===== src/rtl/fre_pkg.sv =====
package fre_pkg;
    localparam int WORD_W     = 32;
    localparam int PAGE_SHIFT = 12;

    typedef enum logic [2:0] {
        ST_SAMPLE,
        ST_FETCH,
        ST_WAIT,
        ST_CHECK,
        ST_RUN,
        ST_SAFE
    } ld_state_e;

    typedef enum logic [1:0] {
        MODE_LOAD,
        MODE_NORMAL,
        MODE_SAFE,
        MODE_BYPASS
    } acc_mode_e;
endpackage


===== src/rtl/fre_desc_loader.sv =====
module fre_desc_loader
    import fre_pkg::*;
#(
    parameter int AW    = 24,
    parameter int NREG  = 5,
    parameter int NREQ  = 3,
    parameter logic [WORD_W-1:0] SIG = 32'h5AF0_C3A5
) (
    input  logic                           clk,
    input  logic                           rst_n,
    input  logic                           strap_i,
    output logic                           rd_valid_o,
    output logic [AW-1:0]                  rd_addr_o,
    input  logic [WORD_W-1:0]              rd_data_i,
    input  logic                           rd_ack_i,
    output acc_mode_e                      mode_o,
    output logic                           lock_o,
    output logic [NREG-1:0][2*(AW-PAGE_SHIFT)+2*NREQ-1:0] regions_o
);
    localparam int PW   = AW - PAGE_SHIFT;
    localparam int REGW = 2*PW + 2*NREQ;
    localparam int NW   = 2 + NREG;
    localparam int IW   = $clog2(NW + 1);

    ld_state_e                  state_q;
    logic [IW-1:0]              idx_q;
    logic                       strap_q;
    logic                       lock_q;
    logic [WORD_W-1:0]          sig_q;
    logic [NREG-1:0][REGW-1:0]  reg_q;

    // State register
    always_ff @(posedge clk or negedge rst_n) begin
        if (!rst_n) begin
            state_q <= ST_SAMPLE;
            idx_q   <= '0;
            strap_q <= 1'b0;
            lock_q  <= 1'b0;
            sig_q   <= '0;
            reg_q   <= '0;
        end else begin
            unique case (state_q)
                ST_SAMPLE: begin
                    strap_q <= strap_i;
                    state_q <= ST_FETCH;
                end
                ST_FETCH: state_q <= ST_WAIT;
                ST_WAIT: begin
                    if (rd_ack_i) begin
                        if (idx_q == IW'(0)) sig_q <= rd_data_i;
                        if (idx_q == IW'(1)) lock_q <= rd_data_i[0];
                        for (int r = 0; r < NREG; r++) begin
                            if (idx_q == IW'(r + 2)) reg_q[r] <= rd_data_i[REGW-1:0];
                        end
                        if (idx_q == IW'(NW - 1)) begin
                            state_q <= ST_CHECK;
                        end else begin
                            idx_q   <= idx_q + IW'(1);
                            state_q <= ST_FETCH;
                        end
                    end
                end
                ST_CHECK: state_q <= (sig_q == SIG) ? ST_RUN : ST_SAFE;
                ST_RUN:   state_q <= ST_RUN;
                ST_SAFE:  state_q <= ST_SAFE;
                default:  state_q <= ST_SAMPLE;
            endcase
        end
    end

    // Outputs
    always_comb begin
        rd_valid_o = (state_q == ST_FETCH);
        rd_addr_o  = AW'(idx_q) << 2;
        lock_o     = lock_q;
        regions_o  = reg_q;
        unique case (state_q)
            ST_RUN:  mode_o = strap_q ? MODE_BYPASS : MODE_NORMAL;
            ST_SAFE: mode_o = strap_q ? MODE_BYPASS : MODE_SAFE;
            default: mode_o = MODE_LOAD;
        endcase
    end

    // strap value frozen after the capture cycle
    p_strap_frozen_r9: assert property (@(posedge clk) disable iff (!rst_n)
        (state_q != ST_SAMPLE) |=> $stable(strap_q));

    // each non-final word received leads to the next word read, 4 bytes on
    p_fetch_step_r1: assert property (@(posedge clk) disable iff (!rst_n)
        (state_q == ST_WAIT && rd_ack_i && idx_q != IW'(NW - 1))
        |=> (rd_valid_o && rd_addr_o == $past(rd_addr_o) + AW'(4)));

    // terminal states are never left
    p_terminal_r1: assert property (@(posedge clk) disable iff (!rst_n)
        (state_q == ST_RUN || state_q == ST_SAFE) |=> $stable(state_q));
endmodule


===== src/rtl/fre_rule_check.sv =====
module fre_rule_check
    import fre_pkg::*;
#(
    parameter int AW        = 24,
    parameter int NREG      = 5,
    parameter int NREQ      = 3,
    parameter int IDW       = 2,
    parameter int HOST_ID   = 0,
    parameter int ME_ID     = 1,
    parameter int ME_REGION = 1
) (
    input  logic                           clk,
    input  logic                           rst_n,
    input  acc_mode_e                      mode_i,
    input  logic                           lock_i,
    input  logic [NREG-1:0][2*(AW-PAGE_SHIFT)+2*NREQ-1:0] regions_i,
    input  logic                           valid_i,
    input  logic [IDW-1:0]                 id_i,
    input  logic                           write_i,
    input  logic [AW-1:0]                  addr_i,
    output logic                           allow_o
);
    localparam int PW     = AW - PAGE_SHIFT;
    localparam int RD_LSB = 2*PW;
    localparam int WR_LSB = 2*PW + NREQ;
    localparam int RW     = (NREG > 1) ? $clog2(NREG) : 1;

    logic [PW-1:0]   page;
    logic [NREG-1:0] hit;
    logic [NREG-1:0] rd_sel;
    logic [NREG-1:0] wr_sel;
    logic [RW-1:0]   win;
    logic            any_hit;
    logic            owner_ok;
    logic            lock_ok;
    logic            norm_ok;

    assign page = addr_i[AW-1:PAGE_SHIFT];

    for (genvar r = 0; r < NREG; r++) begin : g_region
        logic [PW-1:0] first_pg;
        logic [PW-1:0] last_pg;
        assign first_pg = regions_i[r][PW-1:0];
        assign last_pg  = regions_i[r][2*PW-1:PW];
        assign hit[r]   = (page >= first_pg) && (page <= last_pg);
    end

    always_comb begin
        for (int r = 0; r < NREG; r++) begin
            rd_sel[r] = 1'b0;
            wr_sel[r] = 1'b0;
            for (int q = 0; q < NREQ; q++) begin
                if (id_i == IDW'(q)) begin
                    rd_sel[r] = regions_i[r][RD_LSB + q];
                    wr_sel[r] = regions_i[r][WR_LSB + q];
                end
            end
        end
    end

    // Lowest-numbered matching region wins
    always_comb begin
        win     = '0;
        any_hit = 1'b0;
        for (int r = NREG - 1; r >= 0; r--) begin
            if (hit[r]) begin
                win     = RW'(r);
                any_hit = 1'b1;
            end
        end
    end

    always_comb begin
        owner_ok = !(win == RW'(ME_REGION) && id_i != IDW'(ME_ID));
        lock_ok  = !(win == '0 && lock_i && (write_i || id_i == IDW'(HOST_ID)));
        norm_ok  = any_hit && owner_ok && lock_ok && (write_i ? wr_sel[win] : rd_sel[win]);
        unique case (mode_i)
            MODE_BYPASS: allow_o = 1'b1;
            MODE_SAFE:   allow_o = !write_i && (page == '0);
            MODE_NORMAL: allow_o = norm_ok;
            default:     allow_o = 1'b0;
        endcase
    end

    // no matching region means no grant in normal mode
    p_nomatch_r3: assert property (@(posedge clk) disable iff (!rst_n)
        (valid_i && mode_i == MODE_NORMAL && hit == '0) |-> !allow_o);

    // private region only reachable by its owner
    p_owner_r5: assert property (@(posedge clk) disable iff (!rst_n)
        (valid_i && allow_o && mode_i == MODE_NORMAL && hit[ME_REGION]
         && (hit & ((NREG'(1) << ME_REGION) - NREG'(1))) == '0)
        |-> (id_i == IDW'(ME_ID)));

    // locked descriptor region: no writes, no host access
    p_lock_r6: assert property (@(posedge clk) disable iff (!rst_n)
        (valid_i && allow_o && mode_i == MODE_NORMAL && lock_i && hit[0])
        |-> (!write_i && id_i != IDW'(HOST_ID)));

    // safe mode allows page-0 reads only
    p_safe_r7: assert property (@(posedge clk) disable iff (!rst_n)
        (valid_i && allow_o && mode_i == MODE_SAFE) |-> (!write_i && addr_i < AW'(1 << PAGE_SHIFT)));
endmodule


===== src/rtl/flash_region_enforcer.sv =====
module flash_region_enforcer
    import fre_pkg::*;
#(
    parameter int AW        = 24,
    parameter int NREG      = 5,
    parameter int NREQ      = 3,
    parameter int IDW       = 2,
    parameter int HOST_ID   = 0,
    parameter int ME_ID     = 1,
    parameter int ME_REGION = 1,
    parameter logic [31:0] SIG = 32'h5AF0_C3A5
) (
    input  logic           clk,
    input  logic           rst_n,
    input  logic           strap_i,
    input  logic           rq_valid_i,
    input  logic [IDW-1:0] rq_id_i,
    input  logic           rq_write_i,
    input  logic [AW-1:0]  rq_addr_i,
    input  logic [31:0]    rq_wdata_i,
    output logic           rq_grant_o,
    output logic           rq_error_o,
    output logic           fl_valid_o,
    output logic           fl_write_o,
    output logic [AW-1:0]  fl_addr_o,
    output logic [31:0]    fl_wdata_o,
    input  logic [31:0]    fl_rdata_i,
    input  logic           fl_rvalid_i
);
    localparam int PW   = AW - PAGE_SHIFT;
    localparam int REGW = 2*PW + 2*NREQ;

    acc_mode_e                 mode;
    logic                      lock;
    logic [NREG-1:0][REGW-1:0] regions;
    logic                      ld_valid;
    logic [AW-1:0]             ld_addr;
    logic                      allow;
    logic                      loading;

    fre_desc_loader #(
        .AW(AW), .NREG(NREG), .NREQ(NREQ), .SIG(SIG)
    ) u_loader (
        .clk        (clk),
        .rst_n      (rst_n),
        .strap_i    (strap_i),
        .rd_valid_o (ld_valid),
        .rd_addr_o  (ld_addr),
        .rd_data_i  (fl_rdata_i),
        .rd_ack_i   (fl_rvalid_i),
        .mode_o     (mode),
        .lock_o     (lock),
        .regions_o  (regions)
    );

    fre_rule_check #(
        .AW(AW), .NREG(NREG), .NREQ(NREQ), .IDW(IDW),
        .HOST_ID(HOST_ID), .ME_ID(ME_ID), .ME_REGION(ME_REGION)
    ) u_rules (
        .clk       (clk),
        .rst_n     (rst_n),
        .mode_i    (mode),
        .lock_i    (lock),
        .regions_i (regions),
        .valid_i   (rq_valid_i),
        .id_i      (rq_id_i),
        .write_i   (rq_write_i),
        .addr_i    (rq_addr_i),
        .allow_o   (allow)
    );

    always_comb begin
        loading    = (mode == MODE_LOAD);
        rq_grant_o = !loading && rq_valid_i && allow;
        rq_error_o = !loading && rq_valid_i && !allow;
        fl_valid_o = loading ? ld_valid : rq_grant_o;
        fl_write_o = !loading && rq_write_i;
        fl_addr_o  = loading ? ld_addr : rq_addr_i;
        fl_wdata_o = rq_wdata_i;
    end

    // requests stalled while the descriptor loads
    p_stall_r1: assert property (@(posedge clk) disable iff (!rst_n)
        loading |-> (!rq_grant_o && !rq_error_o));

    // exactly one answer per valid request after load, none otherwise
    p_one_answer_r10: assert property (@(posedge clk) disable iff (!rst_n)
        (rq_valid_i && !loading) |-> (rq_grant_o != rq_error_o));
    p_quiet_r10: assert property (@(posedge clk) disable iff (!rst_n)
        !rq_valid_i |-> (!rq_grant_o && !rq_error_o));

    // refused requests never reach the flash; granted ones pass unchanged
    p_block_r11: assert property (@(posedge clk) disable iff (!rst_n)
        rq_error_o |-> !fl_valid_o);
    p_forward_r11: assert property (@(posedge clk) disable iff (!rst_n)
        rq_grant_o |-> (fl_valid_o && fl_addr_o == rq_addr_i
                        && fl_write_o == rq_write_i && fl_wdata_o == rq_wdata_i));
endmodule


===== config.mk =====
export PLATFORM = sky130hd
export DESIGN_NAME = flash_region_enforcer
export DESIGN_NICKNAME = d
export VERILOG_FILES = /design/src/rtl/fre_pkg.sv /design/src/rtl/fre_desc_loader.sv /design/src/rtl/fre_rule_check.sv /design/src/rtl/flash_region_enforcer.sv
export SDC_FILE = /design/constraint.sdc
export NUM_CORES = 1
export LEC_CHECK = 0
export BUFFER_PORTS_ARGS = -buffer_cell sky130_fd_sc_hd__buf_4
export CAP_MARGIN = 20
export CELL_PAD_IN_SITES_DETAIL_PLACEMENT = 1
export CELL_PAD_IN_SITES_GLOBAL_PLACEMENT = 2
export CORE_MARGIN = 1
export CORE_UTILIZATION = 23
export CTS_CLUSTER_DIAMETER = 150
export DETAILED_ROUTE_END_ITERATION = 8
export PLACE_DENSITY_LB_ADDON = 0.15
export REMOVE_ABC_BUFFERS = 1
export SETUP_SLACK_MARGIN = 0.02
export SYNTH_ARGS = -nofsm -noshare
export SYNTH_HDL_FRONTEND = slang
export SYNTH_SLANG_ARGS = --single-unit

===== constraint.sdc =====
create_clock -name clk -period 3.6 [get_ports clk]
set_clock_uncertainty 0.1 [all_clocks]
set_input_delay 0.72 -clock clk [delete_from_list [all_inputs] [get_ports clk]]
set_output_delay 0.72 -clock clk [all_outputs]
set_load 0.005 [all_outputs]

==> results.md <==
### Timing
- -0.616 ns — fin worst setup slack
- -1.77 ns — Setup Total Neg Slack
- 3 — total setup violations reported at the end of the flow
- 0.549 — worst-case headroom to the max-slew limit
- 0 — final hold violation count
- 1.17 — period utilisation layout
- 4.22 ns — Final Critical Period
- 0 — number of slew-limit violations in the final report
- 0.237 GHz — fmax
- true — setup repair after global routing missed its margin
- 0.675 ns — slew of the pin with the lowest slew margin

### Setup path
- u_loader.state_q[0]$_DFFE_PN0P_ — worst flop-to-flop path endpoint
- 5 — Worst R2R Path Depth
- buf_4, clkinvlp_4, ha_4, nand2b_1, a31oi_2, o21ai_2, a221oi_4, a2bb2o_4, o22a_1, mux2_4, a31oi_4, a31o_1, buf_4 — series of cell instances along the critical path
- 6 — critical path fanouts, max
- primary input — critical path launch point type
- primary output — CP endpoint kind
- sky130_fd_sc_hd__a221oi_4 — crit path max-delay cell type
- 1.10 ns — R2R setup slack
- sky130_fd_sc_hd__buf_4 — Critical Path Most Common Cell
- 2.78 ns — required arrival time at the worst endpoint
- primary input to primary output — category of the critical setup timing path
- u_loader.sig_q[1]$_DFFE_PN0P_ — r2r startpoint
- 0.34 ns — longest individual stage delay on the worst path
- 3.40 ns — Arr. time, crit path

### Synthesis
- 992 — number of cells produced by synthesis
- 11000 µm² — Cell Area, Synth
- 1.00 — fraction of registers with async set or reset after synthesis
- 57 — number of distinct library cells after synthesis
- 0 — warning count from the yosys run
- 0.434 — Yosys top cell area share
- sky130_fd_sc_hd__dfrtp_1 — post-synth top area cell
- 190 — synthesized flop and latch total
- 11.0 µm² — mean instance size in the synthesized netlist
- 0.434 — Seq/Total Area, Yosys
- 0 — number of flops mapped to enable cells by yosys
- sky130_fd_sc_hd__dfrtp_1 — most frequently used flop master after synthesis
- sky130_fd_sc_hd__dfrtp_1 43%, sky130_fd_sc_hd__mux2_2 17%, sky130_fd_sc_hd__ha_1 14% — biggest area contributors in the synthesized netlist

### Clock network
- 2 — maximum count of clock buffers along a single path
- 0 — Post-CTS Hold Fix Bufs
- 0.50 ns — Skew-Pair Late Insertion Delay
- 0.06 ns — clock transition time at the flip-flop clock pins of the worst setup and hold paths
- 17 — TritonCTS buffer count
- sky130_fd_sc_hd__clkbuf_16 — Root Buffer
- 190 — Num Clock Sinks
- done — CTS tree
- 4 — CTS H-Tree Depth

### Final layout
- 5220 — Filler Cell Count
- 13600 µm² — Layout Cell Area excl Fill
- 1347 — number of nets in the final layout
- 0.358 — share of post-route cells with drive strength above 1
- 190 x sky130_fd_sc_hd__dfrtp_1, 167 x sky130_fd_sc_hd__buf_4, 163 x sky130_fd_sc_hd__mux2_2 — most frequent cells in the layout
- 23.9% — growth of design area from synthesis to finish
- sky130_fd_sc_hd__dfrtp_1 — commonest non-fill, non-tap cell in the layout
- 0.290 — Finished Core Util
- 1747 — Cell Count, Final, Fillers Out

### Routing
- 6 — first-pass iteration count of the detailed router
- 350 — Iteration-0 DRC Markers
- 21.0 µm — wire per inst
- 4.43 — Vias per Instance
- 2 — detailed-route DRC error count
- 0 — Antenna Violating Nets Remaining
- 7734 — total number of vias
- 36700 µm — final wirelength

### Worst hold path
- primary input to asynchronous set/reset pin — class of the worst hold path

### Floorplanning
- 220 µm — die outline width
- 156 — io pins
- 48500 µm² — area of the die
- 220 µm — vertical die dimension
- 79 — Rows
- 46800 µm² — placeable core region
- 0.234 — initial core utilization

### Run status
- finished with violations — status
- design-rule violations, negative setup slack — violations in the final reports

### Power and ir drop
- 0.259 mV — Max rail drop VDD
- 0.431 — clock network fraction of design power
- 1.21 mW — net switching power of the design
- 3.45 mW — Power Internal
- 0.457 — Flop pwr share
- 0.260 — net switching share of the total power
- 6.45 nW — Leak
- 0.112 — portion of total power attributed to combinational logic
- 344 nW/µm² — areal power density over the cells

### Global route
- 0.161 — Overall Global Routing Usage
- 0 — number of antenna violations at the first check in global routing
- 0 — Overflow after GRT
- 65 — maximum number of pins on one net before global-route repair
- 55400 µm — first-pass GRT wire length
- 8210 — number of global-route vias before repair

### Placed design
- 0.730 — Routability Congestion
- 27600 µm — HPWL after DPL
- 1713 — total placed cells including tap cells
- 91 — Buffers on Ports
- 12800 µm² — post-place instance area

### Run
- 0 — max-cap check violation count

## through the flow
stage | worst slack (ns) | total power [mW] | hold WS [ns]
finish | -0.616 | 4.67 | 0.126
detailed placement | -0.870 | 2.69 | 0.388
CTS | -0.661 | 4.80 | 0.120
floorplan | -0.156 | 2.34 | 0.324
global placement | -0.899 | 2.69 | 0.381
global route | -0.746 | 4.90 | 0.146
## cells by family (layout without fill, tap and decap cells)
kind of cell             Yosys count  count (layout)  synth area share
AO/OA/AOI/OAI                    156             156            0.0908
XOR/XNOR                           2               2           0.00160
adder cells (fa/ha/maj)          125             125             0.143
buffers and inverters            178             325            0.0720
flip-flops                       190             190             0.434
multiplexers                     174             174             0.178
other                              0               1                 0
AND/OR/NAND/NOR                  167             167            0.0812
## critical path: cells and delay by family
kind                     cells  cell delay [ns]
AO/OA/AOI/OAI                7             1.44
buffers and inverters        3             0.47
multiplexers                 1             0.32
adder cells (fa/ha/maj)      1             0.29
AND/OR/NAND/NOR              1             0.15
## sequential cells by signal (all words and copies together) (netlist names)
| name | cells |
|---|---|
| u_loader.idx_q | 3 |
| u_loader.state_q | 3 |
| u_loader.strap_q | 1 |
| u_loader.lock_o | 1 |
| u_loader.regions_o | 150 |
| u_loader.sig_q | 32 |
## repair_timing
action,CTS,global route
resized for setup,27,8
setup endpoints to repair,3,3
pin swaps,17,3
cloned,0,0
endpoints found under the hold margin,0,0
buffers inserted,0,1
## how the worst max path moves through the flow
stage                      end                                from  cells after the start  slack (ns)
floorplan           fl_valid_o                       rq_addr_i[12]                     11       -0.16
global placement    fl_valid_o                       rq_addr_i[12]                     14       -0.90
detailed placement  fl_valid_o                       rq_addr_i[12]                     14       -0.87
CTS                 fl_valid_o  u_loader.regions_o[99]$_DFFE_PN0P_                     12       -0.66
global route        fl_valid_o  u_loader.regions_o[99]$_DFFE_PN0P_                     12       -0.75
finish              fl_valid_o                       rq_addr_i[12]                     13       -0.62
## synthesized netlist by cell type (all sizes together), types with 2 or more instances
cell and n:
a211o 2, a211oi 4, a21o 10, a21oi 43, a221oi 5, a31oi 3
a32o 3, a41oi 2, and2 24, and3 3, and4 3, buf 36
clkbuf 24, dfrtp 190, ha 125, inv 118, mux2 164, mux2i 10
nand2 61, nand2b 7, nand3 7, nand4 19, nor2 9, nor2b 8
nor3 6, nor3b 4, nor4 5, o2111ai 4, o211ai 10, o21ai 54
o21bai 3, o22ai 3, o31ai 2, or4 2, or4bb 2, xnor2 2
## area by class of cell
class	count	area [µm²]	share of cell area
multi-input cells	624	5630	0.415
clock inverters	13	166	0.0123
clock buffers	19	433	0.0319
diodes	1	2.50	0.000184
inverters	118	447	0.0329
well taps	607	759	0.0559
repair buffers	175	1380	0.102
flip-flops and latches	190	4750	0.350
## routing by layer
layer	global-route usage	wire length, µm	share of wire	vias up
li1	-	-	-	3736
met5	0.00202	0	0	-
met2	0.248	16800	0.46	101
met1	0.220	17900	0.49	3873
met3	0.0392	1350	0.037	24
met4	0.0538	614	0.017	0
## power by group through the flow
stage	sequential [mW]	combinational [mW]	clock (mW)
2_1_floorplan	2.18	0.160	0
3_3_place_gp	2.17	0.516	0
3_5_place_dp	2.17	0.518	0
4_1_cts	2.13	0.535	2.13
5_1_grt	2.13	0.583	2.19
6_report	2.13	0.521	2.01
No activity file was read; power rests on OpenSTA's default activity.
